[src/rtl/tw_prog_pkg.sv]
package tw_prog_pkg;
    localparam int FRAME_W  = 20;
    localparam int ADDR_W   = 2;
    localparam int PAY_W    = FRAME_W - ADDR_W;
    localparam int MODE_W   = 16;
    localparam int RDIV_W   = 15;
    localparam int ACNT_W   = 7;
    localparam int BCNT_W   = 11;
    localparam int NCNT_W   = ACNT_W + BCNT_W;
    localparam int CAL_W    = 12;
    localparam int CDIV_W   = 7;

    localparam int M_PLL_EN = 0;
    localparam int M_PRESC  = 2;
    localparam int M_CP_LO  = 3;
    localparam int M_SGN_LO = 5;
    localparam int M_SEL_A  = 7;
    localparam int M_SEL_B  = 8;
    localparam int M_SEL_C  = 13;
    localparam int C_HOLD   = 11;

    typedef enum logic [ADDR_W-1:0] {
        ADR_MODE = 2'b00,
        ADR_RDIV = 2'b01,
        ADR_NCNT = 2'b10,
        ADR_CAL  = 2'b11
    } tw_addr_e;
endpackage

[src/rtl/tw_edge_sync.sv]
module tw_edge_sync #(
    parameter int N      = 3,
    parameter int STAGES = 2,
    parameter logic [N-1:0] RST_VAL = '0
) (
    input  logic         clk,
    input  logic         rst_n,
    input  logic [N-1:0] raw,
    output logic [N-1:0] lvl,
    output logic [N-1:0] rise,
    output logic [N-1:0] fall
);
    typedef struct packed {
        logic [STAGES-1:0][N-1:0] chain;
        logic [N-1:0]             prev;
    } sync_t;

    sync_t st_d, st_q;

    always_comb begin
        st_d = st_q;
        st_d.chain[0] = raw;
        for (int i = 1; i < STAGES; i++) begin
            st_d.chain[i] = st_q.chain[i-1];
        end
        st_d.prev = st_q.chain[STAGES-1];
    end

    always_ff @(posedge clk or negedge rst_n) begin
        if (!rst_n) begin
            st_q.chain <= {STAGES{RST_VAL}};
            st_q.prev  <= RST_VAL;
        end else begin
            st_q <= st_d;
        end
    end

    assign lvl  = st_q.chain[STAGES-1];
    assign rise = lvl & ~st_q.prev;
    assign fall = ~lvl & st_q.prev;

    a_r2_edge_single: assert property (@(posedge clk) disable iff (!rst_n)
        (rise != '0) |=> ((rise & $past(rise)) == '0));
endmodule

[src/rtl/tw_shift_frame.sv]
module tw_shift_frame
    import tw_prog_pkg::*;
(
    input  logic               clk,
    input  logic               rst_n,
    input  logic               sclk_rise,
    input  logic               sdat,
    input  logic               le_lvl,
    input  logic               le_fall,
    output logic [FRAME_W-1:0] frame,
    output logic               rb_bit
);
    typedef struct packed {
        logic [FRAME_W-1:0] sr;
        logic               rb;
    } shf_t;

    shf_t sh_d, sh_q;
    logic shift_en;

    always_comb begin
        sh_d     = sh_q;
        shift_en = sclk_rise && !le_lvl;
        if (shift_en) begin
            sh_d.sr = {sh_q.sr[FRAME_W-2:0], sdat};
            sh_d.rb = sh_q.sr[FRAME_W-2];
        end else if (le_fall) begin
            sh_d.rb = sh_q.sr[FRAME_W-1];
        end
    end

    always_ff @(posedge clk or negedge rst_n) begin
        if (!rst_n) sh_q <= '0;
        else        sh_q <= sh_d;
    end

    assign frame  = sh_q.sr;
    assign rb_bit = sh_q.rb;

    a_r8_hold_le_high: assert property (@(posedge clk) disable iff (!rst_n)
        le_lvl |=> $stable(sh_q.sr));
    a_r10_rb_msb_on_fall: assert property (@(posedge clk) disable iff (!rst_n)
        (le_fall && !sclk_rise) |=> (sh_q.rb == $past(sh_q.sr[FRAME_W-1])));
endmodule

[src/rtl/tw_reg_bank.sv]
module tw_reg_bank
    import tw_prog_pkg::*;
(
    input  logic               clk,
    input  logic               rst_n,
    input  logic               wr_stb,
    input  logic [FRAME_W-1:0] frame,
    output logic [MODE_W-1:0]  mode,
    output logic [RDIV_W-1:0]  rdiv,
    output logic [NCNT_W-1:0]  ncnt,
    output logic [CAL_W-1:0]   cal
);
    typedef struct packed {
        logic [MODE_W-1:0] mode;
        logic [RDIV_W-1:0] rdiv;
        logic [NCNT_W-1:0] ncnt;
        logic [CAL_W-1:0]  cal;
        logic              seen;
    } bank_t;

    bank_t bk_d, bk_q;
    tw_addr_e adr;

    assign adr = tw_addr_e'(frame[ADDR_W-1:0]);

    always_comb begin
        bk_d = bk_q;
        if (wr_stb) begin
            unique case (adr)
                ADR_MODE: begin
                    bk_d.mode = frame[ADDR_W +: MODE_W];
                    bk_d.seen = 1'b1;
                end
                ADR_RDIV: if (bk_q.seen) bk_d.rdiv = frame[ADDR_W +: RDIV_W];
                ADR_NCNT: if (bk_q.seen) bk_d.ncnt = frame[ADDR_W +: NCNT_W];
                ADR_CAL:  if (bk_q.seen) bk_d.cal  = frame[ADDR_W +: CAL_W];
                default: ;
            endcase
        end
    end

    always_ff @(posedge clk or negedge rst_n) begin
        if (!rst_n) bk_q <= '0;
        else        bk_q <= bk_d;
    end

    assign mode = bk_q.mode;
    assign rdiv = bk_q.rdiv;
    assign ncnt = bk_q.ncnt;
    assign cal  = bk_q.cal;

    a_r7_locked_before_mode: assert property (@(posedge clk) disable iff (!rst_n)
        !bk_q.seen |=> ($stable(bk_q.rdiv) && $stable(bk_q.ncnt) && $stable(bk_q.cal)));
    a_r3_mode_capture: assert property (@(posedge clk) disable iff (!rst_n)
        (wr_stb && frame[ADDR_W-1:0] == 2'b00) |=> (bk_q.mode == $past(frame[ADDR_W +: MODE_W])));
    a_r2_quiet_without_strobe: assert property (@(posedge clk) disable iff (!rst_n)
        !wr_stb |=> $stable(bk_q));
endmodule

[src/rtl/tw_stat_mux.sv]
module tw_stat_mux (
    input  logic       clk,
    input  logic       rst_n,
    input  logic [2:0] sel,
    input  logic       lock_i,
    input  logic       rb_i,
    input  logic       refd_i,
    input  logic       vcod_i,
    output logic       stat
);
    logic stat_d, stat_q;

    always_comb begin
        unique casez (sel)
            3'b00?:  stat_d = lock_i;
            3'b01?:  stat_d = 1'b0;
            3'b10?:  stat_d = rb_i;
            3'b110:  stat_d = refd_i;
            default: stat_d = vcod_i;
        endcase
    end

    always_ff @(posedge clk or negedge rst_n) begin
        if (!rst_n) stat_q <= 1'b0;
        else        stat_q <= stat_d;
    end

    assign stat = stat_q;

    a_r9_forced_low: assert property (@(posedge clk) disable iff (!rst_n)
        (sel[2:1] == 2'b01) |=> !stat_q);
    a_r9_lock_path: assert property (@(posedge clk) disable iff (!rst_n)
        (sel[2:1] == 2'b00) |=> (stat_q == $past(lock_i)));
endmodule

[src/rtl/tw_prog_top.sv]
module tw_prog_top
    import tw_prog_pkg::*;
#(
    parameter int SYNC_STAGES = 2
) (
    input  logic              clk,
    input  logic              rst_n,
    input  logic              ser_clk,
    input  logic              ser_dat,
    input  logic              ser_le,
    input  logic              lock_det_in,
    input  logic              ref_div_in,
    input  logic              vco_div_in,
    output logic              pll_enable,
    output logic              presc_wide,
    output logic [1:0]        cp_current,
    output logic [1:0]        cp_polarity,
    output logic [RDIV_W-1:0] ref_divider,
    output logic [ACNT_W-1:0] swallow_cnt,
    output logic [BCNT_W-1:0] main_cnt,
    output logic [CDIV_W-1:0] cal_clk_div,
    output logic              dc_hold_en,
    output logic              status_out
);
    localparam int IX_CLK = 0;
    localparam int IX_DAT = 1;
    localparam int IX_LE  = 2;

    logic [2:0]         s_lvl, s_rise, s_fall;
    logic [FRAME_W-1:0] frame;
    logic               rb_bit;
    logic [MODE_W-1:0]  mode;
    logic [NCNT_W-1:0]  ncnt;
    logic [CAL_W-1:0]   cal;

    tw_edge_sync #(.N(3), .STAGES(SYNC_STAGES), .RST_VAL(3'b100)) u_sync (
        .clk  (clk),
        .rst_n(rst_n),
        .raw  ({ser_le, ser_dat, ser_clk}),
        .lvl  (s_lvl),
        .rise (s_rise),
        .fall (s_fall)
    );

    tw_shift_frame u_shift (
        .clk      (clk),
        .rst_n    (rst_n),
        .sclk_rise(s_rise[IX_CLK]),
        .sdat     (s_lvl[IX_DAT]),
        .le_lvl   (s_lvl[IX_LE]),
        .le_fall  (s_fall[IX_LE]),
        .frame    (frame),
        .rb_bit   (rb_bit)
    );

    tw_reg_bank u_bank (
        .clk   (clk),
        .rst_n (rst_n),
        .wr_stb(s_rise[IX_LE]),
        .frame (frame),
        .mode  (mode),
        .rdiv  (ref_divider),
        .ncnt  (ncnt),
        .cal   (cal)
    );

    tw_stat_mux u_stat (
        .clk   (clk),
        .rst_n (rst_n),
        .sel   ({mode[M_SEL_C], mode[M_SEL_B], mode[M_SEL_A]}),
        .lock_i(lock_det_in),
        .rb_i  (rb_bit),
        .refd_i(ref_div_in),
        .vcod_i(vco_div_in),
        .stat  (status_out)
    );

    assign pll_enable  = mode[M_PLL_EN];
    assign presc_wide  = mode[M_PRESC];
    assign cp_current  = mode[M_CP_LO +: 2];
    assign cp_polarity = mode[M_SGN_LO +: 2];
    assign swallow_cnt = ncnt[ACNT_W-1:0];
    assign main_cnt    = ncnt[NCNT_W-1:ACNT_W];
    assign cal_clk_div = cal[CDIV_W-1:0];
    assign dc_hold_en  = cal[C_HOLD];

    logic unused_bits;
    assign unused_bits = ^{s_rise[IX_DAT], s_fall[IX_DAT], s_fall[IX_CLK], s_lvl[IX_CLK],
                           mode[1], mode[MODE_W-1:M_SEL_C+1], mode[M_SEL_C-1:M_SEL_B+1],
                           cal[C_HOLD-1:CDIV_W]};
endmodule

[config.mk]
export PLATFORM = sky130hd
export DESIGN_NAME = tw_prog_top
export DESIGN_NICKNAME = d
export VERILOG_FILES = /design/src/rtl/tw_prog_pkg.sv /design/src/rtl/tw_edge_sync.sv /design/src/rtl/tw_shift_frame.sv /design/src/rtl/tw_reg_bank.sv /design/src/rtl/tw_stat_mux.sv /design/src/rtl/tw_prog_top.sv
export SDC_FILE = /design/constraint.sdc
export NUM_CORES = 1
export LEC_CHECK = 0
export BUFFER_PORTS_ARGS = -buffer_cell sky130_fd_sc_hd__buf_2
export CORE_MARGIN = 1
export CORE_UTILIZATION = 40
export DETAILED_ROUTE_END_ITERATION = 16
export HOLD_SLACK_MARGIN = 0.08
export SYNTH_ARGS = -nofsm -noshare
export SYNTH_HDL_FRONTEND = slang
export SYNTH_SLANG_ARGS = --single-unit
[constraint.sdc]
create_clock -name clk -period 4.75 [get_ports clk]
set_input_delay 0.95 -clock clk [delete_from_list [all_inputs] [get_ports clk]]
set_output_delay 0.95 -clock clk [all_outputs]
set_load 0.1 [all_outputs]
==> run_results.csv <==
group,metric,value,unit
outcome,outcome,"finished, violations left",
outcome,violations,"DRC",
floorplanning,coreArea,0.00818,mm²
critical_path,cp-endpoint,"ref_divider[3]",
clocking,cts.path.max_buffers,2,
critical_path,start_kind,"flip-flop",
logic_synthesis,synth_area_leaders,"dfrtp_1 58%, mux2_2 21%, buf_4 10%, mux2_4 3.6%, dfstp_2 2.3%",
clocking,post_cts_buffers,0,
cells_and_area,regArea,0.00203,mm²
cells_and_area,final_util,43.7,%
pwr,seqPwrFrac,40.8,%
place,gp_congestion,0.675,
pwr,power.density,625,mW/mm²
critical_path,required,3800,ps
critical_path,cp-end-kind,"output port",
critical_path,critPathMaxFanout,2,
logic_synthesis,yosysWarnings,0,
floorplanning,initial_core_util,41.3,%
cells_and_area,diodes,0,
critical_path,path_buf_inv,1,
detailed_routing,dr_total_vias,1607,
sta,finalHoldViolations,0,
logic_synthesis,async_reset_ff_share,100,%
sta,tns,0,ps
cells_and_area,fill_cells,774,
sta,fmax,478,MHz
logic_synthesis,yosysSeqAreaShare,60.2,%
cells_and_area,area_growth,5.82,%
cells_and_area,multi_input_area,965,µm²
sta,worst_slew_pin_slew,1050,ps
cells_and_area,fin_area,0.00357,mm²
floorplanning,dieArea,0.00881,mm²
critical_path,cp.depth,1,
logic_synthesis,synth_seq_cells,81,
pwr,p_sw,1060,µW
logic_synthesis,synthFlopType,"dfrtp_1",
place,place_inst,333,
sta,slew_viol_final,0,
clocking,numCtsBuffers,9,
pwr,internal-power,1170,µW
pwr,power_frac_comb,40.5,%
logic_synthesis,synth_edf_count,0,
grt,grt_pass1_wl,8710,µm
clocking,h-tree-depth,3,
critical_path,crit_start,"u_bank.rdiv[3]",
detailed_routing,wl,5270,µm
clocking,clkTransAtPathRegs,80,ps
critical_path,crit_chain,"buf_2",
clocking,ctsHoldBuffers,0,
logic_synthesis,synth_top_area_share,57.8,%
place,place_hpwl,3310,µm
sta,period_minus_slack,2090,ps
detailed_routing,wire_per_inst,15.1,µm
logic_synthesis,synth_cells,222,
critical_path,slowest_delay,430,ps
critical_path,ff2ff_path_depth,3,
pwr,clockPowerShare,18.7,%
clocking,cts_tree,"yes",
clocking,cts-root-buf,"clkbuf_8",
grt,grt_max_degree,82,
grt,antenna_found_initial,0,
place,numPortBuffers,55,
clocking,post_cts_resized,0,
logic_synthesis,yosys.cell_types.count,23,
logic_synthesis,yosysTopAreaCell,"dfrtp_1",
critical_path,worst-setup-path-type,"flip-flop to output port",
grt,grt_use_total,13.5,%
detailed_routing,route.detailed.drc,2,
sta,rsz0062_at_grt,"false",
clocking,clock_sinks,81,
cells_and_area,fin_nets,247,
critical_path,critPathArrivalTime,1140,ps
clocking,clkLatencyLatePin,340,ps
cells_and_area,drive_gt1_share,60.2,%
critical_path,r2r_setup_slack,2740,ps
detailed_routing,first_pass_iters,10,
detailed_routing,drt_iter0_drc,46,
cells_and_area,stdcell_count,349,
sta,clock_skew,8.01,ps
detailed_routing,drt-vias-per-instance,4.60,
place,placed_area,0.00342,mm²
critical_path,cp_slowest_cell,"buf_2",
logic_synthesis,synth.net_count,230,
sta,period_share,44.1,%
critical_path,crit_family,"buffers and inverters",
logic_synthesis,netlist_area,0.00337,mm²
floorplanning,ios,56,
sta,slew_headroom,29.6,%
sta,setup_viol,0,
detailed_routing,ant_nets,0,
grt,grt.overflow.total,0,
pwr,switching_share,47.4,%
worst_hold_path,min_path_type,"flip-flop to flip-flop",
floorplanning,dieHeight,93.9,µm
grt,first_global_vias,1646,
critical_path,r2r_end,"u_bank.ncnt[14]",
job,cap_violations,0,
floorplanning,core.rowCount,33,
floorplanning,dieWidth,93.9,µm
logic_synthesis,syn_area_per_cell,15.2,µm²
pwr,ir_drop,0.000451,V
sta,whs,359,ps
critical_path,worstReg2RegStart,"u_sync.lvl[2]",
pwr,p_leak,0.00189,µW
per-layer routing:
| layer | part of all wire, % | GRT usage (%) | vias up |
|---|---|---|---|
| li1 | - | - | 751 |
| met1 | 48 | 18.6 | 818 |
| met2 | 46 | 19.0 | 31 |
| met3 | 4.2 | 3.32 | 7 |
| met4 | 1.4 | 8.08 | 0 |
| met5 | 0 | 0 | - |
registers in the layout, indices dropped and copies added, names as in the netlist:
signal	count
u_bank.cal	8
u_sync.st_d	3
u_bank.rdiv	15
u_stat.stat	1
u_shift.frame	20
u_sync.lvl	3
u_bank.ncnt	18
u_sync.st_q	2
u_bank.bk_q	1
u_bank.mode	9
u_shift.rb_bit	1
logic make-up (layout without fill, tap and decap cells):
| family | Yosys count | in the layout | synth area share, % |
|---|---|---|---|
| and+or+nand+nor | 12 | 12 | 2.93 |
| muxes | 71 | 71 | 24.5 |
| buffers and inverters | 52 | 74 | 11.3 |
| DFF | 81 | 81 | 60.2 |
| AOI/OAI and AO/OA | 6 | 6 | 1.04 |
power groups by stage:
| stage | Combinational, µW | Clock [µW] | Sequential, µW |
|---|---|---|---|
| final | 905 | 418 | 910 |
| after floorplan | 847 | 0 | 952 |
| after detailed placement | 912 | 0 | 925 |
| after global routing | 934 | 466 | 932 |
| after CTS | 914 | 435 | 913 |
| after global placement | 905 | 0 | 922 |
through the flow:
stage / power, µW / worst slack, ps
2_1_floorplan: 1800 / 2900
3_3_place_gp: 1830 / 2700
3_5_place_dp: 1840 / 2680
4_1_cts: 2260 / 2630
5_1_grt: 2330 / 2590
6_report: 2230 / 2660
how the worst min path moves through the flow:
| stage | startpoint | endpoint | slack, ps | depth (start not counted) |
|---|---|---|---|---|
| after floorplan | u_sync.st_d[6] | u_sync.lvl[0] | 330 | 0 |
| after global placement | u_sync.st_d[6] | u_sync.lvl[0] | 330 | 0 |
| after detailed placement | u_sync.st_d[6] | u_sync.lvl[0] | 340 | 0 |
| after CTS | u_sync.st_d[7] | u_sync.lvl[1] | 360 | 0 |
| after global routing | u_sync.st_d[8] | u_sync.lvl[2] | 360 | 0 |
| final | u_sync.st_d[6] | u_sync.lvl[0] | 360 | 0 |
placed cells by master, fill, tap and decap left out:
cell / n
nand2b_1: 1
a21oi_1: 2
or3_1: 1
buf_2: 54
buf_4: 1
mux2i_1: 1
dfstp_2: 3
clkinv_2: 4
nand2b_4: 1
clkbuf_1: 3
inv_1: 3
mux2_2: 62
nor3_4: 2
or2_2: 1
nor2_2: 1
a21o_1: 1
mux2_4: 8
o21ai_0: 1
nor2_1: 1
a31oi_1: 1
dfrtp_1: 78
clkbuf_8: 9
and3b_1: 1
nand2_1: 2
nor3_2: 1
o22ai_1: 1
Yosys cell counts, types with 2 or more instances:
cell     count
mux2_4       8
dfstp_2      3
nor2_1       2
nand2_1      2
nor3_4       2
a21oi_1      2
buf_4       45
buf_2        2
inv_1        3
mux2_2      62
buf_6        2
dfrtp_1     78
cell type report:
class | instances | share of cell area, %
clock buffer | 12 | 3.78
clock inverter | 4 | 0.561
inverter | 3 | 0.315
multi-input combinational | 89 | 27.0
sequential | 81 | 56.9
tap | 105 | 3.68
timing repair buffer | 55 | 7.78
Note: power is estimated with default switching activity, not from simulation.
